[src/rtl/alu8_pkg.sv]
package alu8_pkg;
  typedef enum logic [3:0] {
    OP_ADD  = 4'd0,  OP_ADC  = 4'd1,  OP_SUB  = 4'd2,  OP_SBB = 4'd3,
    OP_AND  = 4'd4,  OP_XOR  = 4'd5,  OP_OR   = 4'd6,  OP_CMP = 4'd7,
    OP_STC  = 4'd8,  OP_CMC  = 4'd9,  OP_WADD = 4'd10, OP_WINC = 4'd11,
    OP_WDEC = 4'd12, OP_FWR  = 4'd13, OP_FRD  = 4'd14, OP_NOP = 4'd15
  } alu_op_e;

  localparam int FB_C  = 0;
  localparam int FB_P  = 2;
  localparam int FB_AC = 4;
  localparam int FB_Z  = 6;
  localparam int FB_S  = 7;
  localparam logic [7:0] FIX_MASK = 8'b0010_1010;
  localparam logic [7:0] FIX_VAL  = 8'b0000_0010;

  typedef enum logic [1:0] { WM_ADD = 2'd0, WM_INC = 2'd1, WM_DEC = 2'd2 } wide_mode_e;

  function automatic logic [7:0] pack_flags(input logic s, input logic z,
                                            input logic ac, input logic p,
                                            input logic c);
    logic [7:0] f;
    f = FIX_VAL;
    f[FB_S]  = s;
    f[FB_Z]  = z;
    f[FB_AC] = ac;
    f[FB_P]  = p;
    f[FB_C]  = c;
    return f;
  endfunction
endpackage

[src/rtl/alu8_addsub.sv]
module alu8_addsub #(
  parameter int W   = 8,
  parameter int NIB = 4
) (
  input  logic [W-1:0] a,
  input  logic [W-1:0] b,
  input  logic         sub,
  input  logic         cin,
  output logic [W-1:0] sum,
  output logic         c_flag,
  output logic         ac_flag
);
  localparam int HW = W - NIB;

  logic [W-1:0]   bx;
  logic           ci;
  logic [NIB:0]   lo;
  logic [HW:0]    hi;

  always_comb begin
    bx = sub ? ~b : b;
    ci = sub ? ~cin : cin;
    lo = {1'b0, a[NIB-1:0]} + {1'b0, bx[NIB-1:0]} + {{NIB{1'b0}}, ci};
    hi = {1'b0, a[W-1:NIB]} + {1'b0, bx[W-1:NIB]} + {{HW{1'b0}}, lo[NIB]};
    sum     = {hi[HW-1:0], lo[NIB-1:0]};
    c_flag  = hi[HW] ^ sub;
    ac_flag = lo[NIB] ^ sub;
  end
endmodule

[src/rtl/alu8_szp.sv]
module alu8_szp #(
  parameter int W = 8
) (
  input  logic [W-1:0] res,
  output logic         s,
  output logic         z,
  output logic         p
);
  always_comb begin
    s = res[W-1];
    z = (res == '0);
    p = ~(^res);
  end
endmodule

[src/rtl/alu8_wide.sv]
module alu8_wide
  import alu8_pkg::*;
#(
  parameter int DW = 16
) (
  input  logic [DW-1:0] a,
  input  logic [DW-1:0] b,
  input  wide_mode_e    mode,
  output logic [DW-1:0] sum,
  output logic          cout
);
  logic [DW-1:0] opd;
  logic [DW:0]   full;

  always_comb begin
    unique case (mode)
      WM_INC:  opd = {{(DW-1){1'b0}}, 1'b1};
      WM_DEC:  opd = '1;
      default: opd = b;
    endcase
    full = {1'b0, a} + {1'b0, opd};
    sum  = full[DW-1:0];
    cout = full[DW];
  end
endmodule

[src/rtl/alu8_core.sv]
module alu8_core
  import alu8_pkg::*;
#(
  parameter int W = 8
) (
  input  logic            clk,
  input  logic            rst_n,
  input  logic            in_valid,
  output logic            in_ready,
  input  logic [3:0]      in_op,
  input  logic [2*W-1:0]  in_a,
  input  logic [2*W-1:0]  in_b,
  output logic            out_valid,
  input  logic            out_ready,
  output logic [2*W-1:0]  out_res,
  output logic [7:0]      flags_o
);
  localparam int DW = 2 * W;

  alu_op_e       op;
  logic [W-1:0]  a8, b8, as_sum, lg, byte_r;
  logic          is_sub, cin, as_c, as_ac, f_s, f_z, f_p, w_c, accept;
  logic [DW-1:0] w_sum, res_n;
  logic [7:0]    flg, flg_n;
  wide_mode_e    wmode;

  assign op       = alu_op_e'(in_op);
  assign a8       = in_a[W-1:0];
  assign b8       = in_b[W-1:0];
  assign in_ready = !out_valid || out_ready;
  assign accept   = in_valid && in_ready;
  assign flags_o  = flg;

  assign is_sub = (op == OP_SUB) || (op == OP_SBB) || (op == OP_CMP);
  assign cin    = ((op == OP_ADC) || (op == OP_SBB)) && flg[FB_C];

  alu8_addsub #(.W(W), .NIB(4)) u_addsub (
    .a(a8), .b(b8), .sub(is_sub), .cin(cin),
    .sum(as_sum), .c_flag(as_c), .ac_flag(as_ac)
  );

  always_comb begin
    unique case (op)
      OP_AND:  lg = a8 & b8;
      OP_XOR:  lg = a8 ^ b8;
      default: lg = a8 | b8;
    endcase
    byte_r = ((op == OP_AND) || (op == OP_XOR) || (op == OP_OR)) ? lg : as_sum;
    wmode  = (op == OP_WINC) ? WM_INC : (op == OP_WDEC) ? WM_DEC : WM_ADD;
  end

  alu8_szp #(.W(W)) u_szp (.res(byte_r), .s(f_s), .z(f_z), .p(f_p));

  alu8_wide #(.DW(DW)) u_wide (
    .a(in_a), .b(in_b), .mode(wmode), .sum(w_sum), .cout(w_c)
  );

  always_comb begin
    res_n = '0;
    flg_n = flg;
    unique case (op)
      OP_ADD, OP_ADC, OP_SUB, OP_SBB: begin
        res_n = {{W{1'b0}}, as_sum};
        flg_n = pack_flags(f_s, f_z, as_ac, f_p, as_c);
      end
      OP_CMP: begin
        res_n = {{W{1'b0}}, a8};
        flg_n = pack_flags(f_s, f_z, as_ac, f_p, as_c);
      end
      OP_AND, OP_XOR, OP_OR: begin
        res_n = {{W{1'b0}}, lg};
        flg_n = pack_flags(f_s, f_z, 1'b0, f_p, 1'b0);
      end
      OP_STC: flg_n[FB_C] = 1'b1;
      OP_CMC: flg_n[FB_C] = ~flg[FB_C];
      OP_WADD: begin
        res_n = w_sum;
        flg_n[FB_C] = w_c;
      end
      OP_WINC, OP_WDEC: res_n = w_sum;
      OP_FWR: flg_n = (in_b[7:0] & ~FIX_MASK) | FIX_VAL;
      OP_FRD: res_n = {{(DW-8){1'b0}}, flg};
      default: ;
    endcase
  end

  always_ff @(posedge clk or negedge rst_n) begin
    if (!rst_n) begin
      flg       <= FIX_VAL;
      out_valid <= 1'b0;
      out_res   <= '0;
    end else if (accept) begin
      flg       <= flg_n;
      out_res   <= res_n;
      out_valid <= 1'b1;
    end else if (out_ready) begin
      out_valid <= 1'b0;
    end
  end

  a_r10_hold: assert property (@(posedge clk) disable iff (!rst_n)
    out_valid && !out_ready |=> out_valid && $stable(out_res));

  a_r5_fixed_bits: assert property (@(posedge clk) disable iff (!rst_n)
    flags_o[1] && !flags_o[3] && !flags_o[5]);

  a_r7_wide_keep: assert property (@(posedge clk) disable iff (!rst_n)
    accept && (in_op == 4'd11 || in_op == 4'd12) |=> $stable(flags_o));

  a_r6_wadd_only_c: assert property (@(posedge clk) disable iff (!rst_n)
    accept && in_op == 4'd10 |=> flags_o[7:1] == $past(flags_o[7:1]));

  a_r8_stc: assert property (@(posedge clk) disable iff (!rst_n)
    accept && in_op == 4'd8 |=> flags_o[0] && flags_o[7:1] == $past(flags_o[7:1]));

  a_r9_frd_keep: assert property (@(posedge clk) disable iff (!rst_n)
    accept && in_op == 4'd14 |=> $stable(flags_o) && out_res[7:0] == flags_o);
endmodule

[config.mk]
export PLATFORM = sky130hd
export DESIGN_NAME = alu8_core
export DESIGN_NICKNAME = d
export VERILOG_FILES = /design/src/rtl/alu8_pkg.sv /design/src/rtl/alu8_addsub.sv /design/src/rtl/alu8_szp.sv /design/src/rtl/alu8_wide.sv /design/src/rtl/alu8_core.sv
export SDC_FILE = /design/constraint.sdc
export NUM_CORES = 1
export LEC_CHECK = 0
export ABC_CLOCK_PERIOD_IN_PS = 4700
export CORE_UTILIZATION = 35
export CTS_CLUSTER_SIZE = 28
export DETAILED_ROUTE_END_ITERATION = 10
export DONT_BUFFER_PORTS = 1
export SLEW_MARGIN = 10
export SYNTH_ARGS = -nofsm -noshare
export SYNTH_HDL_FRONTEND = slang
export SYNTH_SLANG_ARGS = --single-unit
export TNS_END_PERCENT = 100
[constraint.sdc]
create_clock -name clk -period 4.7 [get_ports clk]
set_input_delay 0.47 -clock clk [delete_from_list [all_inputs] [get_ports clk]]
set_output_delay 0.47 -clock clk [all_outputs]
set_load 0.01 [all_outputs]
Word-level counts from Yosys, hierarchy flattened
Index checks and enable logic that the tools add are counted.
W data, S select, Z words.
{"block": "classes", "n_reduce_logical": 21, "bitwise_logic": 9, "n_eq_ne": 16, "n_addsub": 5, "muxes": 12}
{"operator": "$pmux W16 S5", "n": 1}
{"operator": "$pmux W16 S2", "n": 1}
{"operator": "$eq A4 B4 Y1 const B", "n": 7}
{"operator": "$pmux W7 S3", "n": 1}
{"operator": "$add A16 B16 Y17", "n": 1}
{"operator": "$eq A4 B3 Y1 const B", "n": 4}
{"operator": "$mux W8", "n": 2}
{"operator": "$pmux W8 S2", "n": 1}
{"operator": "$add A4 B4 Y5", "n": 2}
{"operator": "$add A5 B1 Y5", "n": 2}
{"operator": "$and A8 B8 Y8", "n": 1}
{"operator": "$eq A4 B2 Y1 const B", "n": 2}
{"operator": "$logic_not A8 Y1", "n": 1}
{"operator": "$not A8 Y8", "n": 1}
{"operator": "$or A8 B8 Y8", "n": 1}
{"operator": "$reduce_xor A8 Y1", "n": 1}
{"operator": "$xor A8 B8 Y8", "n": 1}
{"operator": "$logic_or A1 B1 Y1", "n": 6}
{"operator": "$pmux W1 S6", "n": 1}
{"operator": "$reduce_bool A6 Y1", "n": 1}
{"operator": "$reduce_or A3 Y1", "n": 2}
{"operator": "$reduce_or A5 Y1", "n": 1}
{"operator": "$eq A4 B1 Y1 const B", "n": 1}
{"operator": "$logic_not A4 Y1", "n": 1}
{"operator": "12 further kinds", "n": 20}
{"block": "word_totals", "register_bits": 25, "input_bits": 40, "output_inout_bits": 26, "word_cells": 67}

Depth between registers and ports, before layout
Gate-level depths: netlist of the first run.
{"block": "logic_depth", "word_depth": 11, "ltp_mapped": 22, "ltp_nobuf": 20}

Modules after synthesis
From an unflattened synthesis of the first run, not the netlist that was laid out.
{"block": "hier_totals", "cells_unflattened": 445, "area_unflattened_um2": 3407.0}
{"mod": "alu8_core", "instances": 1, "area_each_um2": 1913.1, "cells_each": 236, "seq_area_each_um2": 550.5}
{"mod": "alu8_wide", "instances": 1, "area_each_um2": 988.4, "cells_each": 148, "seq_area_each_um2": 0.0}
{"mod": "alu8_addsub", "instances": 1, "area_each_um2": 382.9, "cells_each": 44, "seq_area_each_um2": 0.0}
{"mod": "alu8_szp", "instances": 1, "area_each_um2": 122.6, "cells_each": 17, "seq_area_each_um2": 0.0}

Worst setup path before layout of the first run
OpenSTA, ideal clock, no wires.
{"block": "synth_timing", "kind": "input-to-reg", "from": "input port in_op[2]", "to": "register flg[2] (netlist: flags_o[2])", "required_ps": 4618, "setup_time_ps": 82, "arrival_time_ps": 4450, "setup_slack_ps": 168, "stages": 21, "path_cell_list": "buf_2 -> nand2b_1 -> clkbuf_1 -> nand3b_1 -> buf_2 -> xnor2_1 -> fa_1 -> fa_1 -> a21o_1 -> a21oi_1 -> fa_1 -> inv_1 -> fa_1 -> a21oi_1 -> ha_1 -> xor2_1 -> xnor2_1 -> xnor2_1 -> xnor2_1 -> nand2_1 -> a31oi_1"}
{"block": "synth_between", "elab_chain_len": 11, "word_cells_on_any_way": 31, "classes_between": "4 x add/sub; 8 x eq/ne; 5 x mux; 2 x bitwise; 12 x reduce/logical"}
{"item": "from (decl)", "line_no": "alu8_core.sv:10", "source": "input logic [3:0] in_op,"}
{"item": "$eq A4 B2 Y1, or another cell as far along", "line_no": "alu8_core.sv:34, alu8_core.sv:61"}
{"item": "$logic_or A1 B1 Y1 (on tied branches)", "line_no": "alu8_core.sv:34, alu8_core.sv:35"}
{"item": "$logic_or A1 B1 Y1 / $logic_and A1 B1 Y1 (equally long branches)", "line_no": "alu8_core.sv:34, alu8_core.sv:35"}
{"item": "$mux W8 / $not A1 Y1 (equally long branches)", "line_no": "alu8_addsub.sv:21, alu8_addsub.sv:22"}
{"item": "$add A4 B4 Y5 / $mux W1 (equally long branches)", "line_no": "alu8_addsub.sv:23, alu8_addsub.sv:22"}
{"item": "$add A5 B1 Y5", "line_no": "alu8_addsub.sv:23", "source": "lo = {1'b0, a[NIB-1:0]} + {1'b0, bx[NIB-1:0]} + {{NIB{1'b0}}, ci};"}
{"item": "$add A5 B1 Y5", "line_no": "alu8_addsub.sv:24", "source": "hi = {1'b0, a[W-1:NIB]} + {1'b0, bx[W-1:NIB]} + {{HW{1'b0}}, lo[NIB]};"}
{"item": "$mux W8", "line_no": "alu8_core.sv:48", "source": "byte_r = ((op == OP_AND) || (op == OP_XOR) || (op == OP_OR)) ? lg : as_sum;"}
{"item": "$reduce_xor A8 Y1", "line_no": "alu8_szp.sv:12", "source": "p = ~(^res);"}
{"item": "$not A1 Y1", "line_no": "alu8_szp.sv:12"}
{"item": "$pmux W7 S3", "line_no": "alu8_core.sv:61", "source": "unique case (op)"}
{"item": "to (signal assigned)", "line_no": "alu8_core.sv:93", "source": "flg <= flg_n;"}
{"item": "to (decl)", "line_no": "alu8_core.sv:24", "source": "logic [7:0] flg, flg_n;"}
Several ways; a longest one is shown, not always the timed one. The select of a mux whose other input is x is not followed.
A chain may end at the register's enable or synchronous reset.

Worst setup path after layout of the first run
{"block": "layout_timing", "from": "register flg[0] (netlist: flags_o[0])", "to": "register flg[2] (netlist: flags_o[2])"}
{"block": "layout_between", "elab_chain_len": 9}
{"item": "$logic_and A1 B1 Y1 (*)", "line_no": "alu8_core.sv:35", "source": "assign cin = ((op == OP_ADC) || (op == OP_SBB)) && flg[FB_C];"}
{"item": "$not A1 Y1", "line_no": "alu8_addsub.sv:22", "source": "ci = sub ? ~cin : cin;"}
{"item": "$mux W1 (*)", "line_no": "alu8_addsub.sv:22"}
{"item": "$add A5 B1 Y5 (*)", "line_no": "alu8_addsub.sv:23"}
{"item": "$add A5 B1 Y5", "line_no": "alu8_addsub.sv:24"}
{"item": "$mux W8 (*)", "line_no": "alu8_core.sv:48"}
{"item": "$reduce_xor A8 Y1 (*)", "line_no": "alu8_szp.sv:12"}
{"item": "$not A1 Y1 (*)", "line_no": "alu8_szp.sv:12"}
{"item": "$pmux W7 S3 (*)", "line_no": "alu8_core.sv:61"}
Mark *: on every way between the ends. The rest lies on a longest branch, timed or not. The select of a mux whose other input is x is not followed.

==> flow_summary.toml, run 1 <==
[status]
status = "complete, no violations"

[synthesis]
synth-seq-cells = 22
async_reset_ff_share_pct = 100.0
synth_simple_gate_area_share_pct = 17.11
syn-cell-area_sq_um = 3138
ys_seq_area_share_pct = 17.54
synth_compound_area_share_pct = 29.70
synth_ff_type = "dfrtp_1"
synthCells = 404
synth_top_family_by_area = "compound AO/OA/AOI/OAI gates"
synth_cell_type_count = 58
synth_edf_count = 0
ys_warn_count = 0
synthMuxAreaShare_pct = 0.9569
synthAdderAreaFrac_pct = 19.54
synth-xor-area-share_pct = 8.373
synth_area_per_cell_sq_um = 7.767

[grt]
grt-ovfl-total = 0
grt_max_degree = 31
antenna_found_initial = 0
grt_pass1_wl_mm = 14.69
grt_pass1_vias = 2707
grtUsageTotal_pct = 19.41

[sta]
setup_tns_ps = 0
max_freq_ghz = 0.2328
finalHoldViolations = 0
worst_pin_slew_ps = 961.5
layout_min_cycle_time_ps = 4295
grt_setup_unrepaired = "false"
slew_headroom_pct = 35.69
whs_ps = 318.3
clock_skew_ps = 1.190
period_share_pct = 91.38
slew_violations = 0
setup_violations = 0

[min_path]
hold_end = "out_valid"
min_path_type = "primary input to flop"
min-delay-start = "in_valid"
whs_path_depth = 1

[floorplanning]
die_w_um = 96.69
start_util_pct = 35.98
dieArea_sq_um = 9348
num_rows = 34
die-height_um = 96.69
coreArea_sq_um = 8721
ios = 66

[routing]
wl_per_cell_um = 18.03
drt_iter0_drc = 188
drcViolationCount = 0
route.met2.wl_mm = 3.993
postRouteAntennaNets = 0
vias = 2833
first_pass_iters = 4
routed.top_layer = "met4"
wl_met3_um = 655
wl_met1_mm = 4.251
detail_route.vias_per_cell = 5.643
drt_wl_total_mm = 9.052

[worst_setup_path]
critPathSlowestCell = "fa_1"
reg2regPathDepth = 19
critPathMaxFanout = 6
cpPeakStageDelay_ps = 520
endpoint_kind = "flop"
path_cells = "nand3_1 > nand2_1 > a21oi_1 > nor2_1 > fa_1 > fa_1 > a21o_1 > a21oi_1 > fa_1 > inv_1 > fa_1 > a21oi_1 > ha_1 > xor2_1 > xnor2_1 > xnor2_1 > xnor2_1 > nand2_1 > a31oi_1"
cp-start-kind = "flop"
crit_required_ps = 4880
crit-reg2reg-capture = "flags_o[2]"
crit_arrival_ps = 4470
path_common_cell = "fa_1"
rrSetupSlack_ps = 410
reg2reg_from = "flags_o[0]"
setup.worst_path.class = "flop to flop"

[flow_run]
max_cap_viol_count = 0

[clock_tree]
cts_inserted_buffers = 3
cts_setup_buffers = 0
cts_sinks = 22
cts_tree = "built"
clk_pin_slew_ps = 70
htree_levels = 1
cts-root-buf = "clkbuf_8"
clkLatencyLatePin_ps = 250
holdBufCountCts = 1
post_cts_resize_count = 0
clk_path_buf_depth = 2

[cells_and_area]
drive_gt1_share_pct = 4.315
fin_area_sq_um = 3261
area_growth_pct = 3.908
fill_cells = 903
diodes = 0
fin_nets = 481
layout_common_cells = "a21oi_1 (41), ha_1 (41), nand2_1 (38)"
fin_util_pct = 37.39

[pwr]
ir_worst_vdd_v = 0.00008951
switchingPower_uw = 333.0
p_leak_uw = 0.001441
power.density_nw_per_um2 = 253.2
swShare_pct = 40.34
power.total_uw = 825.6
p_int_uw = 492.6
combPwrFrac_pct = 51.9
power.share.clock_pct = 15.7
seqPwrFrac_pct = 32.4

[placement]
portBuffers = 0
globalplace.congestion = 0.8837
place_area_sq_um = 3196
dp_hpwl_mm = 7.314
-- through the flow --
step	setup WS, ps	std cells
floorplan	168.0	405
global placement	430.1	497
detailed placement	304.5	497
CTS	400.0	502
global route	160.6	502
finish	405.2	502
-- cell usage after synthesis (4+ instances only) --
library cell,number,area (sq um)
a211oi_1,5,37.54
a21o_1,6,45.04
a21oi_1,41,205.2
a22o_1,7,61.31
a31oi_1,8,50.05
buf_2,5,25.02
buf_4,4,30.03
clkbuf_1,8,30.03
dfrtp_1,22,550.5
fa_1,5,100.1
ha_1,41,513.0
inv_1,24,90.09
nand2_1,38,142.6
nand2b_1,5,31.28
nand3_1,8,40.04
nor2_1,33,123.9
nor2b_1,11,68.82
nor3_1,5,25.02
o21a_1,19,142.6
o21ai_0,20,100.1
o21ai_1,7,35.03
xnor2_1,23,201.4
xor2_1,7,61.31
-- layer usage --
metal	vias up	track usage, %
li1	1413	-
met1	1309	27.72
met2	97	30.07
met3	14	3.468
met4	0	5.052
met5	-	0
-- flip-flops by register name (all words and copies together), names as in the netlist --
name	flops
flags_o	5
out_res	16
out_valid	1
-- logic make-up after synthesis --
kind of cell    Yosys count
compound gates          143
simple gates            113
fa+ha+maj                46
buf+inv                  45
xor+xnor                 30
flops                    22
mux                       3
other cells               2
-- area by class of cell --
type	count	area [sq um]	area share, %
sequential	22	550.5	16.88
clock buffer	4	55.05	1.688
tap	108	135.1	4.144
inverter	25	93.84	2.878
timing repair buffer	5	40.04	1.228
multi-input combinational	338	2386	73.18
-- worst max-delay path: cells and delay by family, from the launching register on --
family | cells | cell delay [ps]
compound gates | 5 | 820
xor+xnor | 4 | 620
fa+ha+maj | 5 | 1890
buf+inv | 1 | 60
flops | 1 | 490
simple gates | 4 | 320
-- how the worst max path moves through the flow --
stage	start	to	slack [ps]	depth (start not counted)
floorplan	in_op[2]	flags_o[2]	170	21
global placement	in_op[2]	flags_o[2]	430	20
detailed placement	in_op[2]	flags_o[2]	300	20
CTS	flags_o[0]	flags_o[2]	400	19
global route	flags_o[0]	flags_o[2]	160	19
finish	flags_o[0]	flags_o[2]	410	19
-- power groups by stage --
| stage | sequential (uW) | combinational, uW | clock [uW] |
|---|---|---|---|
| after floorplan | 260 | 355 | 0 |
| after global placement | 272 | 416 | 0 |
| after detailed placement | 272 | 421 | 0 |
| after CTS | 269 | 427 | 136 |
| after global routing | 272 | 479 | 143 |
| final | 268 | 428 | 130 |
No activity file was read; power rests on OpenSTA's default activity.
==> inputs of run 2 (changes only) <==
--- a/config.mk
+++ b/config.mk
@@ -6,6 +6,7 @@
 export NUM_CORES = 1
 export LEC_CHECK = 0
 export ABC_CLOCK_PERIOD_IN_PS = 4700
+export CORE_MARGIN = 3
 export CORE_UTILIZATION = 35
 export CTS_CLUSTER_SIZE = 28
 export DETAILED_ROUTE_END_ITERATION = 10
==> run 2 against run 1 <==
Net effect: clock-buffer cell count is 1 lower; final area is 0.77% lower; first-iteration DRC count is 28% higher; largest cell class unchanged; core utilization is 0.84 points higher; highest routed layer unchanged; fmax is 0.22% higher.
==> flow_summary.toml, run 2 (same netlist as run 1, synthesis figures left out) <==
[status]
status = "complete, no violations"

[worst_setup_path]
critPathSlowestCell = "dfrtp_1"
endpoint_kind = "flop"
critPathMaxFanout = 6
crit_arrival_ps = 4460
path_cells = "nand3_1 > nand2_1 > a21oi_1 > nor2_1 > fa_1 > fa_1 > a21o_1 > a21oi_1 > fa_1 > inv_1 > fa_1 > a21oi_1 > ha_1 > xor2_1 > xnor2_1 > xnor2_1 > xnor2_1 > nand2_1 > a31oi_1"
crit_cells = 19
cp-start-kind = "flop"
path_common_cell = "fa_1"
crit_family = "adder cells"
reg2regPathDepth = 19
setup.worst_path.class = "flop to flop"
cpPeakStageDelay_ps = 480
crit_required_ps = 4880
rrSetupSlack_ps = 410
crit_buf_inv = 1

[sta]
max_freq_ghz = 0.2334
setup_tns_ps = 0
layout_min_cycle_time_ps = 4285
clock_skew_ps = 1.600
worst_pin_slew_ps = 937.0
grt_setup_unrepaired = "false"
slew_violations = 0
setup_violations = 0
period_share_pct = 91.18
whs_ps = 325.5
finalHoldViolations = 0
slew_headroom_pct = 37.33
fin_ws_ps = 414.6

[clock_tree]
clk_pin_slew_ps = 70
htree_levels = 1
cts_tree = "built"
clkLatencyLatePin_ps = 250
cts_inserted_buffers = 3
holdBufCountCts = 1
clk_path_buf_depth = 2
post_cts_resize_count = 0
cts_sinks = 22
cts-root-buf = "clkbuf_8"
cts_setup_buffers = 0

[grt]
grt_pass1_wl_mm = 14.72
grt-ovfl-total = 0
grtUsageTotal_pct = 18.00
grt_max_degree = 31
antenna_found_initial = 0
grt_pass1_vias = 2802

[floorplanning]
ios = 66
dieArea_sq_um = 10140
coreArea_sq_um = 8464
num_rows = 33
die_w_um = 100.7
die-height_um = 100.7
start_util_pct = 37.07

[routing]
detail_route.vias_per_cell = 5.759
vias = 2862
first_pass_iters = 5
drcViolationCount = 0
drt_iter0_drc = 240
wl_per_cell_um = 17.99
postRouteAntennaNets = 0
drt_wl_total_mm = 8.940

[cells_and_area]
drive_gt1_share_pct = 3.827
fin_nets = 480
fin_area_sq_um = 3236
fill_cells = 865
top_register = "out_res"
layout_common_cells = "a21oi_1 (41), ha_1 (41), nand2_1 (38)"
largest_reg_flops = 16
finalNonFillerCells = 497
diodes = 0
area_growth_pct = 3.110

[placement]
portBuffers = 0
place_area_sq_um = 3184
dp_slack_ps = 303.3
post-place-cells = 493
globalplace.congestion = 0.9105
dp_hpwl_mm = 7.342

[min_path]
whs_path_depth = 1
min_path_type = "primary input to flop"

[pwr]
switchingPower_uw = 328.2
seqPwrFrac_pct = 33.4
power.share.clock_pct = 13.5
ir_worst_vdd_v = 0.00009614
combPwrFrac_pct = 53.1
power.density_nw_per_um2 = 248.0
swShare_pct = 40.91
p_leak_uw = 0.001429
p_int_uw = 474.1

[flow_run]
max_cap_viol_count = 0
run 2: path summary, 6_finish.rpt:
check                      startpoint          end
setup / recovery           flags_o[0]   flags_o[2]
hold / removal               in_valid    out_valid
setup reg to reg           flags_o[0]   flags_o[2]
hold reg to reg            out_res[1]   out_res[1]
max in group asynchronous       rst_n  out_res[11]
min in group asynchronous       rst_n   flags_o[4]
run 2: power groups by stage:
stage | clock [uW] | sequential [uW] | combinational [uW]
2_1_floorplan | 0 | 260 | 355
3_3_place_gp | 0 | 273 | 413
3_5_place_dp | 0 | 273 | 419
4_1_cts | 114 | 269 | 425
5_1_grt | 119 | 273 | 483
6_report | 108 | 268 | 426
run 2: layout make-up:
class / count / area [sq um] / area share (%)
Inverter: 25 / 93.84 / 2.900
Tap cell: 105 / 131.4 / 4.060
Sequential cell: 22 / 550.5 / 17.01
Timing Repair Buffer: 4 / 32.53 / 1.005
Clock buffer: 3 / 41.29 / 1.276
Multi-Input combinational cell: 338 / 2386 / 73.74
run 2: metrics by stage:
step	utilization (%)	total power (uW)
after floorplan	-	614.6
after global placement	37.62	685.7
after detailed placement	37.62	692.1
after CTS	38.23	808.5
after global routing	38.23	875.7
final	38.23	802.3
run 2: metal layers:
metal | routed length, um | GRT usage, %
met5 | 0 | 0
met4 | 215 | 5.699
met3 | 710 | 2.491
met2 | 3855 | 27.24
met1 | 4158 | 26.27
